<file path="config.mk">
export PLATFORM = sky130hd
export DESIGN_NAME = store_defer_buf
export DESIGN_NICKNAME = d
export VERILOG_FILES = /design/src/rtl/sdb_pkg.sv /design/src/rtl/sdb_ctrl.sv /design/src/rtl/sdb_entry.sv /design/src/rtl/sdb_merge.sv /design/src/rtl/store_defer_buf.sv
export SDC_FILE = /design/constraint.sdc
export NUM_CORES = 1
export LEC_CHECK = 0
export BUFFER_PORTS_ARGS = -buffer_cell sky130_fd_sc_hd__clkbuf_2
export CAP_MARGIN = 20
export CELL_PAD_IN_SITES_DETAIL_PLACEMENT = 1
export CELL_PAD_IN_SITES_GLOBAL_PLACEMENT = 1
export CORE_MARGIN = 8
export CORE_UTILIZATION = 30
export CTS_CLUSTER_SIZE = 16
export DETAILED_ROUTE_END_ITERATION = 8
export GPL_TIMING_DRIVEN = 0
export PLACE_DENSITY = 0.83
export SYNTH_ARGS = -nofsm -noshare
export SYNTH_HDL_FRONTEND = slang
export SYNTH_HIERARCHICAL = 1
export SYNTH_SLANG_ARGS = --single-unit
</file>
<file path="constraint.sdc">
create_clock -name clk -period 2.4 [get_ports clk]
set_input_delay 0.24 -clock clk [delete_from_list [all_inputs] [get_ports clk]]
set_output_delay 0.24 -clock clk [all_outputs]
set_load 0.02 [all_outputs]
</file>
<file path="src/rtl/sdb_pkg.sv">
package sdb_pkg;
    typedef enum logic {
        SB_EMPTY = 1'b0,
        SB_HELD  = 1'b1
    } sb_state_e;
endpackage

</file>
<file path="src/rtl/sdb_ctrl.sv">
module sdb_ctrl
    import sdb_pkg::*;
(
    input  logic clk,
    input  logic rst_n,
    input  logic req_valid,
    input  logic req_is_store,
    input  logic tag_hit,
    input  logic flush,
    output logic capture,
    output logic drain,
    output logic store_miss,
    output logic held
);
    sb_state_e state_q, state_d;
    logic      st_hit;
    logic      idle_flush;

    assign st_hit     = req_valid && req_is_store && tag_hit;
    assign idle_flush = !req_valid && flush;

    always_ff @(posedge clk or negedge rst_n) begin
        if (!rst_n) state_q <= SB_EMPTY;
        else        state_q <= state_d;
    end

    always_comb begin
        state_d = state_q;
        unique case (state_q)
            SB_EMPTY: if (st_hit) state_d = SB_HELD;            // capture
            SB_HELD: begin
                if (st_hit)          state_d = SB_HELD;         // swap
                else if (idle_flush) state_d = SB_EMPTY;        // retire
            end
            default: state_d = SB_EMPTY;
        endcase
    end

    always_comb begin
        capture    = st_hit;
        store_miss = req_valid && req_is_store && !tag_hit;
        held       = (state_q == SB_HELD);
        drain      = 1'b0;
        unique case (state_q)
            SB_EMPTY: drain = 1'b0;
            SB_HELD:  drain = st_hit || idle_flush;
            default:  drain = 1'b0;
        endcase
    end
endmodule

</file>
<file path="src/rtl/sdb_entry.sv">
module sdb_entry #(
    parameter int AW = 10,
    parameter int DW = 32,
    localparam int BW = DW / 8
) (
    input  logic          clk,
    input  logic          capture,
    input  logic [AW-1:0] in_addr,
    input  logic [DW-1:0] in_data,
    input  logic [BW-1:0] in_be,
    output logic [AW-1:0] q_addr,
    output logic [DW-1:0] q_data,
    output logic [BW-1:0] q_be
);
    always_ff @(posedge clk) begin
        if (capture) begin
            q_addr <= in_addr;
            q_data <= in_data;
            q_be   <= in_be;
        end
    end
endmodule

</file>
<file path="src/rtl/sdb_merge.sv">
module sdb_merge #(
    parameter int AW = 10,
    parameter int DW = 32,
    localparam int BW = DW / 8
) (
    input  logic          held,
    input  logic          is_load,
    input  logic [AW-1:0] req_addr,
    input  logic [AW-1:0] buf_addr,
    input  logic [DW-1:0] buf_data,
    input  logic [BW-1:0] buf_be,
    input  logic [DW-1:0] ram_rdata,
    output logic [DW-1:0] load_data,
    output logic          load_fwd
);
    logic match;
    assign match    = held && is_load && (req_addr == buf_addr);
    assign load_fwd = match;

    for (genvar k = 0; k < BW; k++) begin : g_lane
        assign load_data[8*k +: 8] = (match && buf_be[k]) ? buf_data[8*k +: 8]
                                                           : ram_rdata[8*k +: 8];
    end
endmodule

</file>
<file path="src/rtl/store_defer_buf.sv">
module store_defer_buf #(
    parameter int AW = 10,
    parameter int DW = 32,
    localparam int BW = DW / 8
) (
    input  logic          clk,
    input  logic          rst_n,
    input  logic          req_valid,
    input  logic          req_is_store,
    input  logic [AW-1:0] req_addr,
    input  logic [DW-1:0] req_wdata,
    input  logic [BW-1:0] req_be,
    input  logic          tag_hit,
    input  logic          flush,
    output logic          store_miss,
    output logic [DW-1:0] load_data,
    output logic          load_fwd,
    output logic [AW-1:0] ram_addr,
    output logic          ram_we,
    output logic [BW-1:0] ram_wbe,
    output logic [DW-1:0] ram_wdata,
    input  logic [DW-1:0] ram_rdata
);
    logic          capture;
    logic          drain;
    logic          held;
    logic [AW-1:0] buf_addr;
    logic [DW-1:0] buf_data;
    logic [BW-1:0] buf_be;

    sdb_ctrl u_ctrl (
        .clk          (clk),
        .rst_n        (rst_n),
        .req_valid    (req_valid),
        .req_is_store (req_is_store),
        .tag_hit      (tag_hit),
        .flush        (flush),
        .capture      (capture),
        .drain        (drain),
        .store_miss   (store_miss),
        .held         (held)
    );

    sdb_entry #(.AW(AW), .DW(DW)) u_entry (
        .clk     (clk),
        .capture (capture),
        .in_addr (req_addr),
        .in_data (req_wdata),
        .in_be   (req_be),
        .q_addr  (buf_addr),
        .q_data  (buf_data),
        .q_be    (buf_be)
    );

    sdb_merge #(.AW(AW), .DW(DW)) u_merge (
        .held      (held),
        .is_load   (req_valid && !req_is_store),
        .req_addr  (req_addr),
        .buf_addr  (buf_addr),
        .buf_data  (buf_data),
        .buf_be    (buf_be),
        .ram_rdata (ram_rdata),
        .load_data (load_data),
        .load_fwd  (load_fwd)
    );

    assign ram_we    = drain;
    assign ram_addr  = drain ? buf_addr : req_addr;
    assign ram_wdata = buf_data;
    assign ram_wbe   = drain ? buf_be : '0;
endmodule

</file>
### Word level (Yosys, flattened, before mapping)

Index checks and enable logic that the tools add are counted.

* register bits after elaboration: 47
* output and inout bits: 81
* word-level logic and storage cells: 32

* equality and inequality tests: 1
* mux-type cells: 11
* bitwise operators: 1
* reduce and logical (&&, ||, !) cells: 15

Operators with widths (number)
* two-way mux 8 bit: 4
* logical AND 1 bit: 11
* equality test 10 bit: 1
* two-way mux 10 bit: 1
* two-way mux 4 bit: 1
* one-hot mux 1 bit (2 select lines): 2
* logical NOT 1 bit: 3
* two-way mux 1 bit: 3
* logical OR 1 bit: 1
* inverter 1 bit: 1

### Depth between registers and ports, before layout

Gate-level depths: netlist of run 1.

* depth in word-level cells: 6
* gate-level depth with buffers: 5
* mapped depth without buffers: 5

### By module

Netlist of run 1, hierarchy kept.

By module, submodules not included
* sdb_entry: instances 1, cells an instance 46, area each 1381.3 µm², seq. area each 1381.3 µm²
* sdb_merge: instances 1, cells an instance 51, area each 524.3 µm², seq. area each 0.0 µm²
* store_defer_buf: instances 1, cells an instance 16, area each 182.7 µm², seq. area each 0.0 µm²
* sdb_ctrl: instances 1, cells an instance 10, area each 75.1 µm², seq. area each 25.0 µm²

### Worst setup path before layout of run 1

OpenSTA, ideal clock, no wires.

* path kind: register -> output
* from: register u_entry.q_addr[4]
* to: output load_data[0]
* data arrival time: 1915 ps
* required time: 2160 ps
* path slack: 245 ps
* stages on the path, launching flop included: 6
* cell sequence: edfxtp_1 > xnor2_1 > o2111ai_1 > nor4_4 > nand2_2 > mux2_4

* cells in the longest elaborated chain, start to end: 4

RTL lines
* from (decl): line sdb_entry.sv:11 `output logic [AW-1:0] q_addr,`
* from (signal assigned): line sdb_entry.sv:17 `q_addr <= in_addr;`
* equality test 10 bit: line sdb_merge.sv:17 `assign match = held && is_load && (req_addr == buf_addr);`
* logical AND 1 bit: line sdb_merge.sv:17
* named net load_fwd: line store_defer_buf.sv:17 `output logic load_fwd,`
* logical AND 1 bit: line sdb_merge.sv:21 `assign load_data[8*k +: 8] = (match && buf_be[k]) ? buf_data[8*k +: 8]`
* two-way mux 8 bit: line sdb_merge.sv:21
* to (decl): line store_defer_buf.sv:16 `output logic [DW-1:0] load_data,`

The timed path passes the listed nets, and every way through them passes these cells.

### Worst setup path after layout of run 1

* from: register u_entry.q_addr[8]
* to: output load_data[26]

* cells in the longest elaborated chain, start to end: 4

RTL lines (line)
* equality test 10 bit: sdb_merge.sv:17
* logical AND 1 bit: sdb_merge.sv:17
* logical AND 1 bit: sdb_merge.sv:21
* two-way mux 8 bit: sdb_merge.sv:21

No other way between the ends.

==> results of run 1 <==
-- sequential cells by signal, indices dropped and copies added, names as in the netlist --
signal,cells
u_entry/q_be,4
u_ctrl/held,1
u_entry/q_data,32
u_entry/q_addr,10
-- report_power, final --
group	total [mW]	switching, mW	internal [mW]
registers	0.972	0.0257	0.947
logic	0.380	0.205	0.176
clock network	0.460	0.262	0.198
total	1.81	0.492	1.32
-- stage by stage --
stage / utilization (%) / power [mW] / hold slack [ns] / TNS (ns) / instances
global route: 47.27 / 1.900 / 0.09245 / -2.117 / 401
floorplan: - / 1.186 / -0.05559 / 0 / 123
detailed placement: 43.83 / 1.360 / 0.02398 / -2.045 / 387
global placement: 43.55 / 1.342 / 0.01761 / -1.625 / 386
CTS: 45.90 / 1.835 / 0.1020 / 0 / 400
finish: 47.27 / 1.813 / 0.1131 / -0.02616 / 401
-- worst max-delay path, stage by stage, from the launching register on --
cell and delay [ns]:
edfxtp_1 0.41, xor2_1 0.19, a21o_1 0.19, nor4_4 0.31, buf_6 0.21, nand2_4 0.11
mux2_2 0.28, buf_2 0.16
-- worst min-delay path by stage --
stage                             start                  to  slack, ns  depth (start not counted)
final                      req_wdata[7]   u_entry/q_data[7]       0.11                          1
after global routing      req_wdata[16]  u_entry/q_data[16]       0.09                          1
after CTS                  req_wdata[7]   u_entry/q_data[7]       0.10                          1
after detailed placement          rst_n         u_ctrl/held       0.02                          1
after global placement            rst_n         u_ctrl/held       0.02                          1
after floorplan                   rst_n         u_ctrl/held      -0.06                          0
-- layer usage --
metal	track usage, %	part of all wire, %	vias to the layer above
li1	-	-	826
met1	12.80	35	830
met2	25.27	55	90
met3	5.180	10	5
met4	2.405	0.51	0
met5	0	0	-
-- timing repair --
| item | in CTS | in global routing |
|---|---|---|
| hold endpoints to repair | 1 | 0 |
| hold buffers | 1 | 0 |
| resized for setup | 5 | 55 |
| cloned | 0 | 0 |
| setup endpoints to repair | 32 | 32 |
| setup buffers | 4 | 1 |
| pin swaps | 3 | 3 |
-- area by class of cell --
type / instances / area [µm²] / area share [%]
tap: 99 / 123.9 / 3.672
timing repair buffer: 171 / 948.4 / 28.12
clock buffer: 5 / 68.82 / 2.040
buffer: 1 / 11.26 / 0.3338
sequential: 47 / 1406 / 41.69
clock inverter: 3 / 15.01 / 0.4451
multi-input combinational: 73 / 792.0 / 23.48
inverter: 2 / 7.507 / 0.2226
-- cell usage in the layout, fill, tap and decap left out, drive strengths merged --
cell / instances
clkbuf: 141
edfxtp: 46
mux2: 42
buf: 35
xnor2: 8
nand2: 6
and2: 4
nand3: 3
clkinv: 2
nand2b: 2
inv: 2
nor2b: 1
clkinvlp: 1
dlygate4sd3: 1
nor2: 1
a21boi: 1
dfrtp: 1
o2111ai: 1
nand4: 1
xor2: 1
a21o: 1
nor4: 1
-- cells by family (layout without fill, tap and decap cells) --
family          after synthesis  after routing  synth area share [%]
flops                        47             47                 65.01
buf+inv                       3            182                0.8676
simple gates                 19             19                 6.131
xor+xnor                      9              9                 3.644
compound gates                3              3                 1.099
mux                          42             42                 23.25
==> out/qor.csv, run 1 <==
stage;metric;value;unit
outcome;status;complete, but fails checks;
outcome;violations;setup timing;
clock_network;cts_made_buffers;5;
global_route;grt_use_total;13.10;%
sta;final_max_slew_viol_count;0;
final_layout;layout.nets;385;
worst_setup_path;crit_path_max_fanout;8;
sta;post-route-period-util;100.3;%
synth;synth_top_area_share;63.85;%
synth;synth.top_cells.by_area;edfxtp_1, mux2_2, mux2_4, xnor2_1, and2_2;
floorplanning;ios;165;
worst_setup_path;rrSetupSlack;1.71;ns
clock_network;clock-root-buffer;clkbuf_8;
placement;placed_cell_area;0.003128;mm²
final_layout;n_fill_cell;814;
sta;grt_setup_unrepaired;yes;
sta;fin_crit;2.407;ns
synth;yosysUniqueCellTypes;21;
clock_network;clk_path_buf_depth;2;
detailed_routing;avgViaCountPerCell;4.367;
worst_hold_path;hold_class;input port to register;
worst_setup_path;crit_end;load_data[26];
floorplanning;core;0.007137;mm²
synth;ys_top_cells_by_count;edfxtp_1, mux2_2, mux2_4, xnor2_1;
flow_run;drv_cap;0;
worst_setup_path;cp-start-kind;register;
pwr;peakVddDrop;0.0001800;V
synth;netlist_instances;123;
global_route;grt_pass1_vias;2048;
synth;ys.flop_type;edfxtp_1;
worst_setup_path;startpoint;u_entry/q_addr[8];
synth;ys_seq_area_share;65.01;%
final_layout;diodes;0;
placement;gp_congestion;0.7531;
detailed_routing;drc_errors;0;
placement;io_buffers;164;
placement;hpwl;5871;µm
floorplanning;std_cell_rows;31;
global_route;overflow;0;
worst_setup_path;r2r_start;u_ctrl/held;
detailed_routing;vias;1751;
synth;synth_most_common_cell;edfxtp_1;
detailed_routing;drt_iter0_drc;41;
synth;synth_nets;207;
worst_setup_path;cp.required;2.16;ns
clock_network;cts_tree;yes;
sta;fmax;0.4155;GHz
worst_setup_path;worstSetupPathType;register to output port;
worst_setup_path;reg2regPathDepth;2;
final_layout;areaGrowthSynthToFinish;55.93;%
synth;synth_area_per_cell;17.59;µm²
detailed_routing;wl_per_cell;17.64;µm
clock_network;clock_latency;0.29;ns
final_layout;drive_above_1_share;76.16;%
pwr;cellLeakagePower;1.534;nW
synth;ys_ff_latch;47;
clock_network;h-tree-depth;2;
floorplanning;initial_core_util;30.31;%
worst_setup_path;end_kind;output port;
global_route;antenna_found_initial;0;
sta;hold_viol_final;0;
global_route;grt_max_degree;28;
synth;syn_area;0.002163;mm²
synth;ys_warn_count;6;
synth;synthArstFlopShare;2.128;%
worst_setup_path;regToRegEndpoint;u_ctrl/held;
worst_setup_path;worstPathArrival;2.17;ns
floorplanning;dieHeight;100.9;µm
final_layout;final_area;0.003373;mm²
detailed_routing;routed_wl;7073;µm
detailed_routing;dr.pass1.iters;3;
detailed_routing;antenna_left;0;
sta;skew;0;ns
pwr;power_density;537.5;mW/mm²
floorplanning;dieArea;0.01018;mm²
placement;place_ws;-0.09624;ns
sta;setup_viol;8;
sta;worst_slack;-0.006654;ns
synth;yosys.area.top_type;edfxtp_1;
sta;slew_headroom;57.79;%
synth;synth_edf_count;46;
clock_network;clkTransAtPathRegs;0.09;ns
sta;worstMarginPinSlew;0.6317;ns
global_route;grt_pass1_wl;10460;µm
clock_network;cts.sinks;47;
floorplanning;die_w;100.9;µm
No activity file was read; power rests on OpenSTA's default activity.
==> inputs of run 2 (changes only) <==
--- a/config.mk
+++ b/config.mk
@@ -6,16 +6,15 @@
 export NUM_CORES = 1
 export LEC_CHECK = 0
 export BUFFER_PORTS_ARGS = -buffer_cell sky130_fd_sc_hd__clkbuf_2
-export CAP_MARGIN = 20
+export CAP_MARGIN = 5
 export CELL_PAD_IN_SITES_DETAIL_PLACEMENT = 1
 export CELL_PAD_IN_SITES_GLOBAL_PLACEMENT = 1
 export CORE_MARGIN = 8
-export CORE_UTILIZATION = 30
+export CORE_UTILIZATION = 27
 export CTS_CLUSTER_SIZE = 16
 export DETAILED_ROUTE_END_ITERATION = 8
 export GPL_TIMING_DRIVEN = 0
-export PLACE_DENSITY = 0.83
+export PLACE_DENSITY = 0.79
 export SYNTH_ARGS = -nofsm -noshare
 export SYNTH_HDL_FRONTEND = slang
-export SYNTH_HIERARCHICAL = 1
 export SYNTH_SLANG_ARGS = --single-unit
==> constraint.sdc (replaced) <==
create_clock -name clk -period 2 [get_ports clk]
set_input_delay 0.2 -clock clk [delete_from_list [all_inputs] [get_ports clk]]
set_output_delay 0.2 -clock clk [all_outputs]
set_load 0.02 [all_outputs]
==> run 2 against run 1 <==
Against the previous run:
- the run still ends with setup timing left
- clock power increased by 22%
- non-clock buffer count stayed put
- register-to-register slack lost 0.38 ns
- worst hold slack got worse by 0.041 ns
- first-iteration DRC count is 22% higher
- area after synthesis grew 0.81%
- total power rose by 20%
- sequential cell count stayed put
- via count grew 3.1%
- largest power group unchanged
==> out/qor.csv, run 2 <==
stage;metric;value;unit;change
worst_setup_path;worst-path-buf-inv;2;;unchanged
placement;placed_cell_area;0.003157;mm²;+0.92%
pwr;combPwrFrac;21.0;%;about the same
global_route;grt_max_degree;25;;-11%
final_layout;layout.nets;387;;+0.52%
worst_setup_path;cpPeakStageDelay;0.44;ns;+0.03 ns
worst_hold_path;hold_class;input port to register;;
global_route;grt_pass1_vias;2151;;+5.0%
synth;netlist_instances;126;;+2.4%
sta;fin_crit;2.279;ns;
global_route;overflow;0;;unchanged
synth;synthArstFlopShare;2.128;%;unchanged
worst_setup_path;regToRegEndpoint;u_ctrl.held;;
clock_network;clock_latency;0.29;ns;about the same
detailed_routing;drt_iter0_drc;50;;+22%
worst_hold_path;hold_end;u_entry.q_data[3];;
final_layout;areaGrowthSynthToFinish;56.51;%;
global_route;antenna_found_initial;0;;unchanged
sta;worst_slack;-0.2787;ns;-0.2720 ns
clock_network;cts_made_buffers;5;;unchanged
sta;grt_setup_unrepaired;yes;;
synth;synth_nets;210;;+1.4%
floorplanning;std_cell_rows;32;;+3.2%
global_route;grt_use_total;12.44;%;-0.66 points
pwr;intPower;1.583;mW;+20%
floorplanning;core;0.007767;mm²;+8.8%
detailed_routing;drc_errors;0;;unchanged
outcome;status;complete, but fails checks;;
detailed_routing;antenna_left;0;;unchanged
global_route;grt_pass1_wl;11070;µm;+5.8%
clock_network;h-tree-depth;2;;unchanged
synth;syn_area;0.002181;mm²;+0.81%
worst_setup_path;cp_slowest_cell;edfxtp_1;;
worst_setup_path;reg2regPathDepth;2;;unchanged
worst_hold_path;worstHoldStart;req_wdata[3];;
detailed_routing;wl_per_cell;17.64;µm;about the same
pwr;p_sw_share;27.54;%;+0.39 points
final_layout;largest_reg_flops;32;;unchanged
clock_network;cts.sinks;47;;unchanged
final_layout;drive_above_1_share;76.97;%;+0.81 points
detailed_routing;avgViaCountPerCell;4.448;;+1.9%
pwr;power_density;640.0;mW/mm²;+19%
final_layout;fin_cells;406;;+1.2%
pwr;cellLeakagePower;1.568;nW;+2.2%
synth;ys_ff_latch;47;;unchanged
pwr;power_frac_clock;25.8;%;+0.4 points
worst_setup_path;rrSetupSlack;1.33;ns;-0.38 ns
pwr;p_switching;601.6;µW;+22%
sta;post-route-period-util;113.9;%;
floorplanning;dieArea;0.01121;mm²;+10%
sta;worstMarginPinSlew;0.5607;ns;-0.07101 ns
synth;ys.flop_type;edfxtp_1;;
pwr;peakVddDrop;0.0003475;V;+93%
worst_setup_path;end_kind;output port;;
floorplanning;initial_core_util;28.08;%;-2.2 points
worst_setup_path;crit_top_cell;buf_6;;
sta;fmax;0.4389;GHz;
synth;yosys.area.top_type;edfxtp_1;;
worst_setup_path;path_delay_family;simple AND/OR/NAND/NOR gates;;
final_layout;diodes;0;;unchanged
pwr;p_seq_share;53.2;%;-0.4 points
detailed_routing;vias;1806;;+3.1%
worst_setup_path;worstPathArrival;2.08;ns;-0.09 ns
clock_network;cts_tree;yes;;
sta;final_max_slew_viol_count;0;;unchanged
sta;skew;0;ns;unchanged
synth;synth.top_cells.by_area;edfxtp_1, mux2_2, xor2_1, nand4_2, nor3b_1;;
placement;place_ws;-0.2083;ns;-0.1121 ns
clock_network;clock-root-buffer;clkbuf_8;;
placement;gp_congestion;0.7078;;-6.0%
outcome;violations;setup timing;;
worst_setup_path;cp.required;1.80;ns;-0.36 ns
synth;synth_area_per_cell;17.31;µm²;-1.6%
synth;ys_warn_count;0;;-6
synth;ys_seq_area_share;64.49;%;-0.52 points
placement;hpwl;5934;µm;+1.1%
synth;yosysUniqueCellTypes;21;;unchanged
floorplanning;dieHeight;105.9;µm;+4.9%
final_layout;mostFrequentLayoutCells;clkbuf_2, edfxtp_1, mux2_2, xor2_1;;
final_layout;layout_commonest_cell;clkbuf_2;;
detailed_routing;dr.pass1.iters;2;;-1
sta;setup_viol;32;;+24
synth;synth_edf_count;46;;unchanged
floorplanning;die_w;105.9;µm;+4.9%
placement;place_inst;393;;+1.6%
synth;synth_top_area_share;63.34;%;-0.51 points
worst_setup_path;cp-start-kind;register;;
clock_network;clk_path_buf_depth;2;;unchanged
sta;slew_headroom;62.56;%;+4.8 points
final_layout;top_register;u_entry.q_data;;
synth;synth_most_common_cell;edfxtp_1;;
worst_hold_path;min_path_cells;1;;unchanged
worst_setup_path;path_cells;xor2_2, nor4_4, buf_6, nand4_4, mux2_4, buf_6;;
detailed_routing;routed_wl;7161;µm;+1.2%
final_layout;final_area;0.003413;mm²;+1.2%
worst_setup_path;worstSetupPathType;register to output port;;
floorplanning;ios;165;;unchanged
clock_network;clkTransAtPathRegs;0.09;ns;about the same
sta;hold_viol_final;0;;unchanged
worst_setup_path;crit_path_max_fanout;8;;unchanged
placement;io_buffers;164;;unchanged
final_layout;reg_top3;u_entry.q_data: 32 flops, u_entry.q_addr: 10 flops, u_entry.q_be: 4 flops;;
flow_run;drv_cap;0;;unchanged
worst_setup_path;r2r_start;u_ctrl.held;;
synth;ys_top_cells_by_count;edfxtp_1, mux2_2, xor2_1;;
## run 2: cell count changes in the layout (fill, tap and decap cells not counted), moves of 3 or more
cell	before	now
and2_2	4	0
buf_2	13	0
clkbuf_2	136	160
nand4_4	0	4
xor2_1	1	7
nand2_8	3	0
mux2_4	10	3
xnor2_1	8	1
and2_1	0	4
mux2_2	32	39
buf_4	14	4
## run 2: what timing repair did
action	CTS	global route
endpoints found under the hold margin	1	0
buffers inserted	2	3
endpoints found under the setup margin	48	38
gates resized for setup	10	20
hold buffers	1	0
pin swaps	5	2
## run 2: per-stage QoR
| stage | hold WS, ns | total power, mW | util, % | TNS [ns] |
|---|---|---|---|---|
| after floorplan | -0.09559 | 1.410 | - | 0 |
| final | 0.07173 | 2.185 | 43.94 | -8.130 |
| after global routing | 0.05190 | 2.289 | 43.94 | -12.45 |
| after detailed placement | -0.01947 | 1.613 | 40.64 | -5.858 |
| after CTS | 0.05495 | 2.213 | 42.90 | -9.137 |
| after global placement | -0.02315 | 1.598 | 40.29 | -13.81 |
## run 2: how the worst max path moves through the flow
stage,startpoint,end,slack [ns],cells past startpoint
6_report,u_entry.q_addr[7],load_data[14],-0.28,6
5_1_grt,u_entry.q_addr[7],load_data[13],-0.41,6
4_1_cts,u_entry.q_addr[3],load_data[29],-0.31,6
3_5_place_dp,u_entry.q_addr[7],load_data[13],-0.21,5
3_3_place_gp,req_valid,u_entry.q_data[21],-0.20,3
2_1_floorplan,u_entry.q_addr[7],load_data[0],0.17,4
## run 2: cell type report
cell class	count	area [µm²]
Timing Repair Buffer	171	937.1
Buffer	1	7.507
Multi-Input combinational cell	76	845.8
Tap cell	102	127.6
Clock inverter	2	12.51
Inverter	1	3.754
Fill cell	858	4354
Clock buffer	6	72.57
Sequential cell	47	1406
## run 2: metal layers
| layer | vias to the layer above | wire length (µm) | track usage (%) | part of all wire (%) |
|---|---|---|---|---|
| met5 | - | 0 | 0 | 0 |
| met1 | 859 | 2556 | 12.00 | 36 |
| met3 | 6 | 849 | 7.308 | 12 |
| li1 | 843 | - | - | - |
| met2 | 98 | 3680 | 21.89 | 51 |
| met4 | 0 | 75 | 3.618 | 1.0 |
## run 2: kinds of logic (layout without fill, tap and decap cells)
family                 count (synthesis)  in the layout  share of synthesized area [%]
XOR/XNOR                              10             10                          4.016
AO/OA/AOI/OAI                          2              2                         0.5736
multiplexers                          42             42                          21.69
AND/OR/NAND/NOR                       22             22                          8.664
flip-flops                            47             47                          64.49
buffers and inverters                  3            181                         0.5732
## run 2: power groups by stage
stage	sequential (mW)	clock [mW]	combinational, mW
global placement	1.18	0	0.415
global route	1.17	0.624	0.495
finish	1.16	0.563	0.460
floorplan	1.22	0	0.192
CTS	1.16	0.600	0.452
detailed placement	1.18	0	0.429
==> inputs of run 3 (changes only) <==
--- a/config.mk
+++ b/config.mk
@@ -14,7 +14,7 @@
 export CTS_CLUSTER_SIZE = 16
 export DETAILED_ROUTE_END_ITERATION = 8
 export GPL_TIMING_DRIVEN = 0
-export PLACE_DENSITY = 0.79
+export PLACE_DENSITY = 0.86
 export SYNTH_ARGS = -nofsm -noshare
 export SYNTH_HDL_FRONTEND = slang
 export SYNTH_SLANG_ARGS = --single-unit
==> run 3 against run 2 <==
Against the previous run:
- combinational power is 4.8% higher
- the flow still finishes with violations (setup timing)
- sequential cell count did not move
- sequential share of layout area down 1.2 points
- highest routed layer unchanged
- largest power group unchanged
- die area unchanged
- via count up 0.72%
==> out/qor.csv, run 3 (synthesized netlist as in run 2, its figures left out) <==
stage;metric;value;unit;change
worst_setup_path;startpoint;u_entry.q_addr[7];;
detailed_routing;wl_per_cell;17.93;µm;+1.7%
sta;slew_headroom;74.87;%;+12 points
placement;placed_cell_area;0.003149;mm²;-0.24%
worst_setup_path;worstSetupPathType;register to output port;;
pwr;cellLeakagePower;1.615;nW;+3.1%
final_layout;fin_cells;409;;+0.74%
floorplanning;die_w;105.9;µm;unchanged
global_route;grt_use_total;12.90;%;+0.46 points
detailed_routing;drc_errors;0;;unchanged
sta;post-route-period-util;115.0;%;+1.1 points
outcome;status;complete, but fails checks;;
placement;io_buffers;164;;unchanged
sta;fin_crit;2.301;ns;+0.02207 ns
worst_setup_path;crit_path_max_fanout;8;;unchanged
pwr;power_density;622.4;mW/mm²;-2.8%
floorplanning;initial_core_util;28.08;%;unchanged
clock_network;clock_latency;0.29;ns;about the same
pwr;combPwrFrac;22.0;%;+1.0 points
pwr;p_switching;601.7;µW;about the same
worst_setup_path;path_cells;xor2_2, nor4_4, buf_6, buf_6, nand4_4, mux2_4, buf_6;;
sta;grt_setup_unrepaired;yes;;
floorplanning;ios;165;;unchanged
worst_setup_path;r2r_start;u_ctrl.held;;
sta;worst_slack;-0.3008;ns;-0.02207 ns
worst_setup_path;cp.required;1.80;ns;about the same
pwr;intPower;1.586;mW;+0.21%
worst_setup_path;crit_top_cell;buf_6;;
detailed_routing;vias;1819;;+0.72%
floorplanning;std_cell_rows;32;;unchanged
sta;skew;0;ns;unchanged
sta;final_max_slew_viol_count;0;;unchanged
flow_run;drv_cap;0;;unchanged
sta;worstMarginPinSlew;0.3766;ns;-0.1841 ns
pwr;p_sw_share;27.50;%;-0.039 points
global_route;antenna_found_initial;0;;unchanged
placement;place_ws;-0.2730;ns;-0.06468 ns
final_layout;areaGrowthSynthToFinish;61.22;%;
final_layout;largest_reg_flops;32;;unchanged
floorplanning;dieArea;0.01121;mm²;unchanged
detailed_routing;antenna_left;0;;unchanged
clock_network;cts_made_buffers;5;;unchanged
detailed_routing;dr.pass1.iters;4;;+2
worst_setup_path;end_kind;output port;;
sta;setup_viol;32;;unchanged
final_layout;final_area;0.003516;mm²;+3.0%
clock_network;clkTransAtPathRegs;0.09;ns;about the same
global_route;grt_max_degree;33;;+32%
pwr;p_seq_share;53.2;%;about the same
placement;gp_congestion;0.7557;;+6.8%
global_route;grt_pass1_wl;11260;µm;+1.7%
clock_network;h-tree-depth;2;;unchanged
final_layout;layout.nets;392;;+1.3%
worst_setup_path;cp-start-kind;register;;
global_route;overflow;0;;unchanged
final_layout;fin_util;45.26;%;+1.3 points
final_layout;layout_commonest_cell;clkbuf_2;;
global_route;grt_pass1_vias;2131;;-0.93%
sta;fmax;0.4346;GHz;-0.96%
floorplanning;dieHeight;105.9;µm;unchanged
final_layout;top_register;u_entry.q_data;;
worst_hold_path;worstHoldStart;req_wdata[19];;
sta;setup_tns;-8.918;ns;-0.7877 ns
floorplanning;core;0.007767;mm²;unchanged
clock_network;clock-root-buffer;clkbuf_8;;
worst_setup_path;cpPeakStageDelay;0.43;ns;about the same
pwr;power_frac_clock;24.8;%;-1.0 points
detailed_routing;routed_wl;7334;µm;+2.4%
clock_network;clk_path_buf_depth;2;;unchanged
final_layout;n_fill_cell;848;;-1.2%
clock_network;cts.sinks;47;;unchanged
sta;hold_viol_final;0;;unchanged
detailed_routing;drt_iter0_drc;49;;-2.0%
worst_setup_path;worstPathArrival;2.10;ns;+0.02 ns
final_layout;diodes;0;;unchanged
final_layout;reg_top3;u_entry.q_data: 32 flops, u_entry.q_addr: 10 flops, u_entry.q_be: 4 flops;;
outcome;violations;setup timing;;
worst_setup_path;cp_slowest_cell;edfxtp_1;;
final_layout;drive_above_1_share;78.50;%;+1.5 points
clock_network;cts_tree;yes;;
worst_hold_path;hold_class;input port to register;;
pwr;peakVddDrop;0.0003203;V;-7.8%
final_layout;mostFrequentLayoutCells;clkbuf_2, edfxtp_1, mux2_2, buf_6;;
placement;hpwl;5821;µm;-1.9%
detailed_routing;avgViaCountPerCell;4.447;;about the same
placement;place_inst;393;;unchanged
## run 3: cell count changes in the layout (fill, tap and decap cells not counted), sizes merged
cell | previous run | this run
buf | 11 | 18
clkbuf | 166 | 163
clkinv | 1 | 0
## run 3: final timing paths
check / cells past startpoint / slack, ns / end
hold / removal: 1 / 0.07 / u_entry.q_data[19]
hold reg to reg: 1 / 0.53 / u_ctrl.held
min in group asynchronous: 2 / 0.21 / u_ctrl.held
setup / recovery: 7 / -0.30 / load_data[17]
setup reg to reg: 2 / 1.34 / u_ctrl.held
max in group asynchronous: 2 / 1.70 / u_ctrl.held
## run 3: critical path: cells and delay by family (launching register included)
kind	cells	cell delay [ns]
muxes	1	0.37
buffers and inverters	3	0.39
xor gates and xnor gates	1	0.18
DFF	1	0.43
and+or+nand+nor	2	0.44
## run 3: what timing repair did
action	CTS	global route
resized for setup	16	26
hold buffers	1	0
pin swaps	8	3
setup endpoints to repair	48	38
endpoints found under the hold margin	1	0
buffers inserted	7	3
## run 3: power by group through the flow
stage / clock, mW / combinational [mW] / sequential, mW
after floorplan: 0 / 0.192 / 1.22
after detailed placement: 0 / 0.430 / 1.18
final: 0.543 / 0.482 / 1.16
after global routing: 0.605 / 0.518 / 1.17
after global placement: 0 / 0.417 / 1.18
after CTS: 0.565 / 0.467 / 1.16
## run 3: layout make-up
cell class / instances / area (µm²) / area share, %
inverter: 1 / 3.754 / 0.1068
multi-input combinational: 76 / 874.6 / 24.88
clock inverter: 1 / 7.507 / 0.2135
sequential: 47 / 1406 / 40.00
buffer: 1 / 7.507 / 0.2135
timing repair buffer: 176 / 1020 / 29.00
tap: 102 / 127.6 / 3.630
clock buffer: 5 / 68.82 / 1.957
## run 3: per-layer routing
| layer | vias up | routed length [µm] | global-route usage [%] |
|---|---|---|---|
| met5 | - | 0 | 0 |
| met4 | 0 | 73 | 3.317 |
| met3 | 5 | 866 | 7.004 |
| met2 | 113 | 3603 | 21.63 |
| met1 | 855 | 2790 | 13.84 |
| li1 | 846 | - | - |
## run 3: stage by stage
stage          power (mW)  hold slack, ns
6_report            2.188         0.07345
5_1_grt             2.294         0.04959
4_1_cts             2.195         0.06060
3_5_place_dp        1.613        -0.02090
3_3_place_gp        1.600        -0.02326
2_1_floorplan       1.410        -0.09559
